## config.mk

```make
export PLATFORM = sky130hd
export DESIGN_NAME = ir_frame_tx
export DESIGN_NICKNAME = d
export VERILOG_FILES = /design/src/rtl/ir_tx_pkg.sv /design/src/rtl/ir_tx_timebase.sv /design/src/rtl/ir_tx_toggle.sv /design/src/rtl/ir_tx_sequencer.sv /design/src/rtl/ir_frame_tx.sv
export SDC_FILE = /design/constraint.sdc
export NUM_CORES = 1
export LEC_CHECK = 0
export ABC_AREA = 1
export ABC_CLOCK_PERIOD_IN_PS = 1600
export CAP_MARGIN = 20
export CORE_UTILIZATION = 45
export CTS_CLUSTER_DIAMETER = 120
export DETAILED_ROUTE_END_ITERATION = 12
export GPL_TIMING_DRIVEN = 0
export PLACE_DENSITY = 0.8
export SETUP_SLACK_MARGIN = 0.3
export SLEW_MARGIN = 30
export SYNTH_ARGS = -nofsm -noshare
export SYNTH_HDL_FRONTEND = slang
export SYNTH_SLANG_ARGS = --single-unit
export TNS_END_PERCENT = 50
```

## constraint.sdc

```tcl
create_clock -name clk_i -period 1.6 [get_ports clk_i]
set_clock_uncertainty 0.05 [all_clocks]
set_input_delay 0.4 -clock clk_i [delete_from_list [all_inputs] [get_ports clk_i]]
set_output_delay 0.4 -clock clk_i [all_outputs]
set_load 0.05 [all_outputs]
```

## src/rtl/ir_tx_pkg.sv

```systemverilog
package ir_tx_pkg;
  localparam int FRAME_BITS = 14;
  localparam int HALVES     = 2 * FRAME_BITS;
  localparam int ADDR_W     = 5;
  localparam int CMD_W      = 7;

  typedef logic [FRAME_BITS-1:0] frame_t;

  // MSB is sent first
  function automatic frame_t build_frame(input logic [ADDR_W-1:0] addr,
                                         input logic [CMD_W-1:0]  cmd,
                                         input logic              tog);
    return {1'b1, ~cmd[CMD_W-1], tog, addr, cmd[CMD_W-2:0]};
  endfunction
endpackage

```

## src/rtl/ir_tx_timebase.sv

```systemverilog
module ir_tx_timebase #(
  parameter int CAR_PERIOD    = 100,
  parameter int CAR_HIGH      = 30,
  parameter int HALF_CARRIERS = 32
) (
  input  logic clk_i,
  input  logic rst_ni,
  input  logic run_i,
  output logic carrier_o,
  output logic half_end_o
);
  localparam int CW = (CAR_PERIOD > 1) ? $clog2(CAR_PERIOD) : 1;
  localparam int NW = (HALF_CARRIERS > 1) ? $clog2(HALF_CARRIERS) : 1;
  localparam logic [CW-1:0] CAR_LAST = CW'(CAR_PERIOD - 1);
  localparam logic [CW-1:0] CAR_HI   = CW'(CAR_HIGH);
  localparam logic [NW-1:0] NUM_LAST = NW'(HALF_CARRIERS - 1);

  logic [CW-1:0] car_cnt;
  logic [NW-1:0] car_num;
  logic          car_wrap;

  assign car_wrap   = (car_cnt == CAR_LAST);
  assign half_end_o = run_i && car_wrap && (car_num == NUM_LAST);
  assign carrier_o  = (car_cnt < CAR_HI);

  always_ff @(posedge clk_i or negedge rst_ni) begin
    if (!rst_ni) begin
      car_cnt <= '0;
      car_num <= '0;
    end else if (!run_i) begin
      car_cnt <= '0;
      car_num <= '0;
    end else if (car_wrap) begin
      car_cnt <= '0;
      car_num <= (car_num == NUM_LAST) ? '0 : car_num + 1'b1;
    end else begin
      car_cnt <= car_cnt + 1'b1;
    end
  end

  assert_car_range_R4: assert property (@(posedge clk_i) disable iff (!rst_ni)
    car_cnt <= CAR_LAST);
  assert_idle_clear_R2: assert property (@(posedge clk_i) disable iff (!rst_ni)
    !run_i |=> (car_cnt == '0 && car_num == '0));
endmodule

```

## src/rtl/ir_tx_toggle.sv

```systemverilog
module ir_tx_toggle (
  input  logic clk_i,
  input  logic rst_ni,
  input  logic accept_i,
  input  logic new_key_i,
  output logic toggle_o
);
  logic tog_q;

  // value carried by the frame being accepted
  assign toggle_o = tog_q ^ (accept_i & new_key_i);

  always_ff @(posedge clk_i or negedge rst_ni) begin
    if (!rst_ni)                   tog_q <= 1'b0;
    else if (accept_i && new_key_i) tog_q <= ~tog_q;
  end

  assert_toggle_hold_R5: assert property (@(posedge clk_i) disable iff (!rst_ni)
    !(accept_i && new_key_i) |=> $stable(tog_q));
  assert_toggle_flip_R5: assert property (@(posedge clk_i) disable iff (!rst_ni)
    (accept_i && new_key_i) |=> (tog_q != $past(tog_q)));
endmodule

```

## src/rtl/ir_tx_sequencer.sv

```systemverilog
module ir_tx_sequencer
  import ir_tx_pkg::*;
(
  input  logic   clk_i,
  input  logic   rst_ni,
  input  logic   accept_i,
  input  frame_t frame_i,
  input  logic   half_end_i,
  output logic   busy_o,
  output logic   done_o,
  output logic   mark_o
);
  localparam int HW = $clog2(HALVES);
  localparam logic [HW-1:0] HALF_LAST = HW'(HALVES - 1);

  frame_t        shift_q;
  logic [HW-1:0] half_idx;
  logic          busy_q;
  logic          done_q;

  // 1 = space then mark, 0 = mark then space
  assign mark_o = ~(shift_q[FRAME_BITS-1] ^ half_idx[0]);
  assign busy_o = busy_q;
  assign done_o = done_q;

  always_ff @(posedge clk_i or negedge rst_ni) begin
    if (!rst_ni) begin
      shift_q  <= '0;
      half_idx <= '0;
      busy_q   <= 1'b0;
      done_q   <= 1'b0;
    end else begin
      done_q <= 1'b0;
      if (accept_i) begin
        shift_q  <= frame_i;
        half_idx <= '0;
        busy_q   <= 1'b1;
      end else if (busy_q && half_end_i) begin
        if (half_idx == HALF_LAST) begin
          busy_q <= 1'b0;
          done_q <= 1'b1;
        end else begin
          half_idx <= half_idx + 1'b1;
          if (half_idx[0]) shift_q <= {shift_q[FRAME_BITS-2:0], 1'b0};
        end
      end
    end
  end

  assert_frame_stable_R7: assert property (@(posedge clk_i) disable iff (!rst_ni)
    (busy_q && !half_end_i) |=> $stable(shift_q) && $stable(half_idx));
  assert_done_pulse_R8: assert property (@(posedge clk_i) disable iff (!rst_ni)
    done_q |=> !done_q);
  assert_done_idle_R8: assert property (@(posedge clk_i) disable iff (!rst_ni)
    done_q |-> !busy_q);
  assert_half_range_R2: assert property (@(posedge clk_i) disable iff (!rst_ni)
    half_idx <= HALF_LAST);
endmodule

```

## src/rtl/ir_frame_tx.sv

```systemverilog
module ir_frame_tx
  import ir_tx_pkg::*;
#(
  parameter int CAR_PERIOD    = 100,
  parameter int CAR_HIGH      = 30,
  parameter int HALF_CARRIERS = 32
) (
  input  logic                  clk_i,
  input  logic                  rst_ni,
  input  logic                  send_i,
  input  logic [ADDR_W-1:0]     addr_i,
  input  logic [CMD_W-1:0]      cmd_i,
  input  logic                  new_key_i,
  output logic                  led_o,
  output logic                  busy_o,
  output logic                  done_o
);
  logic   accept, toggle, carrier, half_end, mark, busy;
  frame_t frame;

  assign accept = send_i & ~busy;
  assign frame  = build_frame(addr_i, cmd_i, toggle);

  ir_tx_toggle u_toggle (
    .clk_i     (clk_i),
    .rst_ni    (rst_ni),
    .accept_i  (accept),
    .new_key_i (new_key_i),
    .toggle_o  (toggle)
  );

  ir_tx_timebase #(
    .CAR_PERIOD    (CAR_PERIOD),
    .CAR_HIGH      (CAR_HIGH),
    .HALF_CARRIERS (HALF_CARRIERS)
  ) u_timebase (
    .clk_i      (clk_i),
    .rst_ni     (rst_ni),
    .run_i      (busy),
    .carrier_o  (carrier),
    .half_end_o (half_end)
  );

  ir_tx_sequencer u_seq (
    .clk_i      (clk_i),
    .rst_ni     (rst_ni),
    .accept_i   (accept),
    .frame_i    (frame),
    .half_end_i (half_end),
    .busy_o     (busy),
    .done_o     (done_o),
    .mark_o     (mark)
  );

  assign busy_o = busy;
  assign led_o  = busy & mark & carrier;

  assert_led_idle_R9: assert property (@(posedge clk_i) disable iff (!rst_ni)
    led_o |-> busy_o);
  assert_busy_rise_R7: assert property (@(posedge clk_i) disable iff (!rst_ni)
    (send_i && !busy_o) |=> busy_o);
  assert_done_fall_R8: assert property (@(posedge clk_i) disable iff (!rst_ni)
    done_o |-> $fell(busy_o));
endmodule

```

==> results by group <==
Run
  – Max Cap Violations: 0

CTS
  – Max clock buf depth: 2
  – H-tree Lvls: 2
  – CTS buffer count: 5
  – Clock sink total: 34
  – Root Driver: clkbuf_8
  – Clock transition at path regs: about 80 ps
  – Clock latency on the worst-skew pair: 300 ps
  – CTS tree: yes

Yosys
  – Post-Syn Instances: 229
  – Synth Net Count: around 250
  – Synth cell types: 27
  – Post-synthesis instance area: between 0.0015 and 0.002 mm²
  – Synthesis-stage register bit count: 34
  – Sequential area share after synthesis: 0.4693
  – Synth warnings: 0
  – Syn Area/Cell: approximately 8 µm²

Timing
  – Slew of the pin with the lowest slew margin: roughly 340 ps
  – Min Tclk post-route: 1766 ps
  – Hold Vio Cnt, Final: 0
  – Period Utilization, post-route: 1.104
  – Worst rel slew slack: 0.7710
  – Setup violators final: 22
  – RSZ-0062 raised after global routing: true
  – Slew Limit Fails: 0
  – Fmax: 566.1 MHz
  – Final WS setup: -166.3 ps

Global routing
  – Gr usage total: 0.2229
  – First-pass GRT wire length: just over 7 mm
  – Largest net degree at the start of global routing: 25
  – GRT Residual Overflow: 0
  – Vias in the first global route: 1533
  – Initial antenna violation count: 0

Route
  – Pre-Repair DR Iteration Count: 4
  – # DRC: 0
  – DR iter-0 viols: 200
  – Final wirelength: between 4 and 5 mm
  – Post-route ant nets: 0
  – Via count of the routed design: roughly 1.7k
  – DR WL/cell: about 14 µm
  – Avg Vias per Cell: 5.275

Die
  – Initial cell density of the core: 0.4808
  – Num ports: 19
  – Die width: 65.48 µm
  – Full die area: about 0.0043 mm²
  – Num rows: 22
  – Core footprint: roughly 0.0038 mm²
  – Die Span Y: 65.48 µm

Critical path
  – Critical Path Fanout Max: 5
  – Setup CP Type: reg2reg
  – Setup crit end: u_seq.shift_q[13]$_DFFE_PN0P_
  – Critical path's largest stage delay: slightly above 400 ps
  – Crit. End Element: flop
  – CP required: between 1500 and 2000 ps
  – WP data arrival: roughly 1900 ps
  – Beginning of the critical path: u_timebase.car_num[1]$_DFFE_PN0P_
  – RR Startpoint: u_timebase.car_num[1]$_DFFE_PN0P_
  – Worst Setup Start Kind: flop
  – Slowest cell on the critical path: dfrtp_1
  – CP cell instances: ha_4 > nand2_4 > nor2_4 > ha_4 > nand2_2 > inv_2 > nand3_4 > nand2_4 > nand2_4 > buf_4 > nand2_2 > nand2_2
  – Reg2Reg Capture Point: u_seq.shift_q[13]$_DFFE_PN0P_
  – Reg2reg setup slack: -170 ps
  – R2R cell count: 12

Hold path
  – Hold Crit Depth: 3
  – Worst min path class: in2reg

Final layout
  – Final nets: 298
  – Share of cells above drive strength 1: 0.3226
  – Final Instance Area: 0.002576 mm²
  – Inserted Diodes: 0
  – Area Overhead vs Synth: 42.10%

Power and ir drop
  – Leakage power: around 1.3 nW
  – Max IR drop VDD: roughly 0.00052 V
  – PD cells: ~650 mW/mm²

Placed design
  – Placement Setup Slack: -471.0 ps
  – Hpwl dp: ~2.5 mm
  – Placed cell areas: ~0.0021 mm²
  – Port bufs: 18
  – GPL Wtd Cong: ~0.81

Outcome
  – Failing checks: negative setup slack
  – Status: complete, but fails checks
-- power breakdown --
| group | internal, mW | total [mW] | switching, mW | leakage [nW] |
|---|---|---|---|---|
| clock | 0.347 | 0.670 | 0.323 | 0.0482 |
| combinational | 0.0613 | 0.113 | 0.0515 | 0.838 |
| sequential | 0.881 | 0.898 | 0.0168 | 0.432 |
| total | 1.29 | 1.68 | 0.391 | 1.32 |
-- cell usage in the layout (no fill, tap or decap), types with 3 or more instances in the layout --
| cell | synthesis | final |
|---|---|---|
| nor3_1 | 6 | 4 |
| inv_2 | 2 | 4 |
| buf_2 | 2 | 3 |
| inv_1 | 11 | 9 |
| nand3_1 | 21 | 19 |
| clkbuf_8 | 0 | 6 |
| buf_6 | 4 | 15 |
| nor2_4 | 0 | 4 |
| nand2_4 | 3 | 8 |
| nand2_2 | 2 | 15 |
| dfrtp_1 | 34 | 32 |
| clkdlybuf4s50_1 | 0 | 13 |
| xor2_1 | 4 | 3 |
| buf_4 | 1 | 14 |
| a21oi_1 | 7 | 6 |
| nand2_1 | 95 | 77 |
| nand4_1 | 5 | 5 |
| nor2_1 | 15 | 10 |
-- through the flow --
| stage | utilization | cells | hold WS (ps) | total power, mW | setup TNS, ps |
|---|---|---|---|---|---|
| after global placement | 0.5531 | 295 | 399.8 | 1.004 | -28610 |
| after CTS | 0.6281 | 321 | 425.4 | 1.667 | -1978 |
| after global routing | 0.6831 | 327 | 413.1 | 1.738 | -3894 |
| after floorplan | - | 229 | 54.41 | 0.9441 | -289.9 |
| after detailed placement | 0.5591 | 296 | 256.4 | 1.015 | -7082 |
| final | 0.6831 | 327 | 404.2 | 1.681 | -2138 |
-- cells in the mapped netlist --
cell / n / area share
o21bai_1: 2 / 0.0083
nand3_1: 21 / 0.058
nand2_2: 2 / 0.0069
xor2_1: 4 / 0.019
ha_1: 4 / 0.028
buf_2: 2 / 0.0055
nand3b_1: 1 / 0.0041
nand2_1: 95 / 0.20
nor2_8: 1 / 0.011
buf_6: 4 / 0.025
inv_2: 2 / 0.0041
a22oi_1: 1 / 0.0041
o21ai_0: 2 / 0.0055
nand4_1: 5 / 0.017
nor2_1: 15 / 0.031
a21oi_1: 7 / 0.019
inv_1: 11 / 0.023
nor2_2: 1 / 0.0035
buf_4: 1 / 0.0041
o22ai_1: 1 / 0.0035
nand3_2: 1 / 0.0055
nand2_4: 3 / 0.019
or2_2: 1 / 0.0035
mux2i_1: 1 / 0.0055
inv_4: 1 / 0.0035
dfrtp_1: 34 / 0.47
nor3_1: 6 / 0.017
-- worst min-delay path by stage --
stage                                        from                         endpoint  slack, ps
global placement    u_seq.shift_q[12]$_DFFE_PN0P_    u_seq.shift_q[12]$_DFFE_PN0P_        400
detailed placement                         rst_ni  u_timebase.car_cnt[5]$_DFF_PN0_        260
CTS                  u_seq.shift_q[7]$_DFFE_PN0P_     u_seq.shift_q[7]$_DFFE_PN0P_        430
finish                                     send_i         u_seq.busy_o$_DFFE_PN0P_        400
floorplan                                  rst_ni         u_seq.busy_o$_DFFE_PN0P_         50
global route                               send_i         u_seq.busy_o$_DFFE_PN0P_        410
-- cell families (layout without fill, tap and decap cells) --
logic type | after synthesis | in the layout | share of synthesized area
buffers and inverters | 21 | 71 | 0.06488
multiplexers | 1 | 1 | 0.005521
AO/OA/AOI/OAI | 13 | 13 | 0.04072
AND/OR/NAND/NOR | 152 | 152 | 0.3727
flip-flops | 34 | 34 | 0.4693
adder cells (fa/ha/maj) | 4 | 4 | 0.02761
XOR/XNOR | 4 | 4 | 0.01932
-- routing by layer --
metal | vias up | track usage | share of wire
li1 | 836 | - | -
met1 | 827 | 0.3008 | 0.44
met2 | 48 | 0.3531 | 0.49
met3 | 14 | 0.03819 | 0.042
met4 | 0 | 0.09239 | 0.026
met5 | - | 0 | 0
-- worst max-delay path: cells and delay by family, from the launching register on --
kind	cells	cell delay, ps
flops	1	410
fa+ha+maj	2	330
buf+inv	2	220
simple gates	8	650
-- registers in the layout, indices dropped and copies added (netlist names) --
name                flops
u_seq.half_idx          5
u_seq.busy_o            1
u_toggle.tog_q          1
u_timebase.car_num      5
u_seq.done_o            1
u_seq.shift_q          14
u_timebase.car_cnt      7
-- final cells by class --
| class | instances | area, µm² |
|---|---|---|
| inverters | 14 | 55.05 |
| plain buffers | 7 | 62.56 |
| repair buffers | 42 | 421.7 |
| well taps | 48 | 60.06 |
| clock buffers | 7 | 86.33 |
| clock inverters | 1 | 5.005 |
| multi-input cells | 174 | 1032 |
| fillers | 264 | 1195 |
| flip-flops and latches | 34 | 853.3 |
-- timing repair --
| action | CTS | global route |
|---|---|---|
| hold endpoints to repair | 10 | 0 |
| gates resized for setup | 33 | 44 |
| gates cloned | 1 | 0 |
| setup buffers | 15 | 6 |
| endpoints found under the setup margin | 34 | 34 |
| hold buffers | 1 | 0 |
| pin swaps | 7 | 10 |
(Power assumes the default switching activity.)
